===== config.mk =====
export PLATFORM = sky130hd
export DESIGN_NAME = burst_scan_sequencer
export DESIGN_NICKNAME = d
export VERILOG_FILES = /design/src/rtl/burst_seq_pkg.sv /design/src/rtl/seq_trig_gate.sv /design/src/rtl/seq_slot_mux.sv /design/src/rtl/seq_flag_unit.sv /design/src/rtl/burst_scan_sequencer.sv
export SDC_FILE = /design/constraint.sdc
export NUM_CORES = 1
export LEC_CHECK = 0
export BUFFER_PORTS_ARGS = -buffer_cell sky130_fd_sc_hd__buf_2
export CORE_UTILIZATION = 30
export CTS_BUF_LIST = sky130_fd_sc_hd__clkbuf_2
export DETAILED_ROUTE_END_ITERATION = 8
export PLACE_DENSITY_LB_ADDON = 0.25
export SLEW_MARGIN = 20
export SYNTH_ARGS = -nofsm -noshare
export SYNTH_HDL_FRONTEND = slang
export SYNTH_SLANG_ARGS = --single-unit

===== constraint.sdc =====
create_clock -name clk -period 2.2 [get_ports clk]
set_input_delay 0.22 -clock clk [delete_from_list [all_inputs] [get_ports clk]]
set_output_delay 0.22 -clock clk [all_outputs]
set_load 0.005 [all_outputs]

===== src/rtl/burst_seq_pkg.sv =====
package burst_seq_pkg;
    typedef enum logic {
        SEQ_IDLE = 1'b0,
        SEQ_CONV = 1'b1
    } seq_state_e;
endpackage


===== src/rtl/seq_trig_gate.sv =====
module seq_trig_gate (
    input  logic sw_trig,
    input  logic ext_trig,
    input  logic enable,
    input  logic idle,
    output logic accept
);
    // Triggers are accepted only when enabled and no burst is running.
    always_comb begin
        accept = (sw_trig | ext_trig) & enable & idle;
    end
endmodule


===== src/rtl/seq_slot_mux.sv =====
module seq_slot_mux #(
    parameter int NUM_SLOTS = 16,
    parameter int CH_W      = 5,
    localparam int IDX_W    = $clog2(NUM_SLOTS)
) (
    input  logic [NUM_SLOTS*CH_W-1:0] slots_flat,
    input  logic [IDX_W-1:0]          index,
    output logic [CH_W-1:0]           chan
);
    logic [CH_W-1:0] slot_arr [NUM_SLOTS];

    for (genvar g = 0; g < NUM_SLOTS; g++) begin : g_unpack
        assign slot_arr[g] = slots_flat[g*CH_W +: CH_W];
    end

    always_comb begin
        chan = slot_arr[index];
    end
endmodule


===== src/rtl/seq_flag_unit.sv =====
module seq_flag_unit (
    input  logic clk,
    input  logic rst_n,
    input  logic set_evt,
    input  logic clr_evt,
    input  logic irq_en,
    output logic flag,
    output logic irq
);
    logic flag_d, flag_q;

    // A set in the same cycle as a clear takes priority.
    always_comb begin
        flag_d = flag_q;
        if (clr_evt) flag_d = 1'b0;
        if (set_evt) flag_d = 1'b1;
    end

    always_ff @(posedge clk or negedge rst_n) begin
        if (!rst_n) flag_q <= 1'b0;
        else        flag_q <= flag_d;
    end

    assign flag = flag_q;
    assign irq  = flag_q & irq_en;
endmodule


===== src/rtl/burst_scan_sequencer.sv =====
module burst_scan_sequencer #(
    parameter int NUM_SLOTS = 16,
    parameter int CH_W      = 5,
    parameter int BURST_W   = 3,
    localparam int IDX_W    = $clog2(NUM_SLOTS)
) (
    input  logic                      clk,
    input  logic                      rst_n,
    input  logic                      disc_en,
    input  logic [IDX_W-1:0]          list_len_m1,
    input  logic [BURST_W-1:0]        burst_m1,
    input  logic [NUM_SLOTS*CH_W-1:0] chan_list,
    input  logic                      sw_trig,
    input  logic                      ext_trig,
    input  logic                      conv_done,
    input  logic                      eos_clr,
    input  logic                      eoc_ie,
    output logic                      conv_req,
    output logic [CH_W-1:0]           conv_chan,
    output logic                      busy,
    output logic                      eos_flag,
    output logic                      irq
);
    import burst_seq_pkg::*;

    typedef struct packed {
        seq_state_e         state;
        logic [IDX_W-1:0]   ptr;
        logic [BURST_W-1:0] cnt;
    } seq_regs_t;

    seq_regs_t seq_d, seq_q;
    logic      trig_ok;
    logic      last_slot;
    logic      burst_end;
    logic      eos_set;

    seq_trig_gate u_gate (
        .sw_trig (sw_trig),
        .ext_trig(ext_trig),
        .enable  (disc_en),
        .idle    (seq_q.state == SEQ_IDLE),
        .accept  (trig_ok)
    );

    seq_slot_mux #(
        .NUM_SLOTS(NUM_SLOTS),
        .CH_W     (CH_W)
    ) u_mux (
        .slots_flat(chan_list),
        .index     (seq_q.ptr),
        .chan      (conv_chan)
    );

    // A list shortened during a pass still ends at its new last entry.
    assign last_slot = (seq_q.ptr >= list_len_m1);
    assign burst_end = (seq_q.cnt == burst_m1);

    always_comb begin
        seq_d   = seq_q;
        eos_set = 1'b0;
        if (!disc_en) begin
            seq_d.state = SEQ_IDLE;
            seq_d.ptr   = '0;
            seq_d.cnt   = '0;
        end else begin
            case (seq_q.state)
                SEQ_IDLE: begin
                    if (trig_ok) begin
                        seq_d.state = SEQ_CONV;
                        seq_d.cnt   = '0;
                    end
                end
                SEQ_CONV: begin
                    if (conv_done) begin
                        seq_d.cnt = seq_q.cnt + 1'b1;
                        if (last_slot) begin
                            seq_d.ptr = '0;
                            eos_set   = 1'b1;
                        end else begin
                            seq_d.ptr = seq_q.ptr + 1'b1;
                        end
                        if (last_slot || burst_end) seq_d.state = SEQ_IDLE;
                    end
                end
                default: seq_d.state = SEQ_IDLE;
            endcase
        end
    end

    always_ff @(posedge clk or negedge rst_n) begin
        if (!rst_n) begin
            seq_q.state <= SEQ_IDLE;
            seq_q.ptr   <= '0;
            seq_q.cnt   <= '0;
        end else begin
            seq_q <= seq_d;
        end
    end

    seq_flag_unit u_flag (
        .clk    (clk),
        .rst_n  (rst_n),
        .set_evt(eos_set),
        .clr_evt(eos_clr),
        .irq_en (eoc_ie),
        .flag   (eos_flag),
        .irq    (irq)
    );

    assign conv_req = (seq_q.state == SEQ_CONV);
    assign busy     = (seq_q.state == SEQ_CONV);
endmodule


==> impl_metrics.yaml <==
power:
  p_leak_nw: 0.934
  vdd_drop_max_mv: 0.205
  power_density_nw_per_um2: 285
cts:
  h-tree-depth: 1
  cts_made_buffers: 3
  root_buffer: "clkbuf_2"
  ctsLongestPathBuffers: 2
  clock_latency_ps: 250
  path_clk_slew_ps: 100
  cts_tree: "done"
  cts.sinks: 9
yosys:
  synth-async-reset-ratio_pct: 100
  ys_ff_latch: 9
  synth_area_um2: 1260
  synth_nets: 207
  yosysWarnings: 0
  syn_area_per_cell_um2: 11.9
  ys.flop_type: "dfrtp_1"
  yosysUniqueCellTypes: 31
  synth_edf_count: 0
  seq_area_frac_synth_pct: 17.9
  synthesis.instances: 106
routing:
  drcViolationCount: 0
  drtAntennaViolNets: 0
  wl_per_cell_um: 14.6
  firstDrtPassIters: 6
  via_count: 1362
  wl_mm: 3.80
  vias_per_cell: 5.22
  drt_iter0_markers: 44
timing:
  worstMarginPinSlew_ps: 430
  finalHoldViolations: 0
  tns_ps: 0
  setup_viol: 0
  max_freq_mhz: 484
  fin_crit_sh_pct: 93.9
  worst_slack_ps: 134
  period_needed_ps: 2070
  slew_violations: 0
  fin_worst_skew_ps: 7.64
  maxSlewHeadroom_pct: 71.4
  rsz0062_at_grt: "false"
floorplan:
  rows: 23
  dieArea_um2: 4460
  die_x_um: 66.8
  die_y_um: 66.8
  ios: 104
  core_um2: 4030
  start_util_pct: 31.3
setup_path:
  worstRegToRegCells: 6
  arrival_ps: 1850
  setup.worst_path.end: "conv_chan[0]"
  rrSetupSlack_ps: 330
  r2r-end: "busy$_DFF_PN0_"
  required_ps: 1980
  start_kind: "flop"
  end_kind: "output port"
  crit_fanout: 12
  crit_type: "reg -> out"
  r2r_start: "seq_q[3]$_DFFE_PN0P_"
  startpoint: "seq_q[3]$_DFFE_PN0P_"
layout:
  area_delta_synth_final_pct: 48.1
  final_cell_mix: "buf_2 (103), nand2_1 (13), mux4_1 (11), a22oi_1 (10), mux4_2 (9)"
  multi_input_comb_area_um2: 952
  utilization_pct: 46.3
  fillers: 402
  final_common_cell: "buf_2"
  fin_cells: 261
  seqCellArea_um2: 226
  fin_nets: 313
  antenna_cells: 0
  drive_gt1_share_pct: 57.8
grt:
  grt_antenna_before_repair: 0
  grt_pass1_wl_mm: 5.35
  globalRouteTotalUtil_pct: 15.7
  grt_max_degree: 24
  grt_pass1_vias: 1237
  grt_overflow: 0
placement:
  pre_cts_ws_ps: 349
  io_buffers: 103
  dp_hpwl_mm: 3.13
  gp_congestion: 0.712
  dp_cells: 255
run_status:
  outcome: "finished clean"
worst_hold_path:
  hp-start: "eos_clr"
  min_path_type: "in -> reg"
  worstHoldPathCells: 2
job:
  cap_violations: 0
-- per-stage QoR --
stage / total power [W] / hold WS, ps / instance area, µm²
floorplan: 0.000311 / -75.6 / 1260
global placement: 0.000415 / 85.4 / 1810
detailed placement: 0.000419 / 85.4 / 1810
CTS: 0.000528 / 141 / 1840
global route: 0.000568 / 121 / 1870
finish: 0.000532 / 136 / 1870
-- layout make-up --
type                            count  area share [%]
Inverter                            7            1.41
Multi-Input combinational cell     84            51.0
Tap cell                           50            3.35
Sequential cell                     9            12.1
Clock buffer                        4            1.07
Timing Repair Buffer              107            31.0
-- Yosys cell counts (2+ instances only) --
master | number | area [µm²]
dfrtp_1 | 9 | 225
and2b_1 | 2 | 15.0
nor2b_1 | 2 | 12.5
inv_1 | 7 | 26.3
mux4_2 | 9 | 203
a21oi_1 | 3 | 15.0
ha_1 | 6 | 75.1
o32ai_1 | 2 | 17.5
nand2_1 | 13 | 48.8
and2_1 | 2 | 12.5
mux4_1 | 11 | 289
buf_4 | 2 | 15.0
o21a_1 | 2 | 15.0
xor2_1 | 3 | 26.3
buf_2 | 2 | 10.0
a22oi_1 | 10 | 75.1
nor2_1 | 2 | 7.51
o211ai_1 | 2 | 15.0
nand3_1 | 2 | 10.0
o21ai_0 | 4 | 20.0
-- worst min path at each step --
stage | slack (ps) | endpoint
after floorplan | -80 | busy$_DFF_PN0_
after global placement | 90 | seq_q[1]$_DFFE_PN0P_
after detailed placement | 90 | seq_q[1]$_DFFE_PN0P_
after CTS | 140 | u_flag.flag$_DFFE_PN0P_
after global routing | 120 | u_flag.flag$_DFFE_PN0P_
final | 140 | u_flag.flag$_DFFE_PN0P_
-- flip-flops by register name, summed over array words and instances, names as in the netlist --
name and cells:
busy 1, seq_q 7, u_flag.flag 1
-- routing by layer --
metal / part of all wire [%] / GRT usage (%)
met1: 38 / 17.0
met4: 1.5 / 4.52
met5: 0 / 0
met3: 10 / 2.91
met2: 51 / 30.4
-- repair_timing --
action                                  in CTS  in global routing
hold buffers                                 1                  0
endpoints found under the hold margin        9                  0
endpoints found under the setup margin       0                  1
buffers inserted                             0                  0
resized for setup                            0                  1
-- power breakdown --
| group | switching (W) | internal (W) | total, W | leakage [nW] |
|---|---|---|---|---|
| clock | 0.0000612 | 0.0000483 | 0.000110 | 0.0166 |
| combinational | 0.0000892 | 0.000156 | 0.000246 | 0.796 |
| sequential | 0.00000626 | 0.000170 | 0.000177 | 0.121 |
| total | 0.000157 | 0.000375 | 0.000532 | 0.934 |
-- cells by family (layout without fill, tap and decap cells) --
logic type / count (synthesis) / count (layout) / share of synthesized area [%]
flip-flops: 9 / 9 / 17.9
buffers and inverters: 13 / 118 / 6.55
XOR/XNOR: 4 / 4 / 2.78
adder cells (fa/ha/maj): 6 / 6 / 5.96
AND/OR/NAND/NOR: 26 / 26 / 10.4
multiplexers: 21 / 21 / 39.8
AO/OA/AOI/OAI: 27 / 27 / 16.6
-- worst max-delay path, stage by stage, from the launching register on --
cell and delay (ps):
dfrtp_2 430, buf_12 160, mux4_1 570, a22oi_1 230
nand2_1 80, buf_2 130
Note: power is estimated with default switching activity, not from simulation.
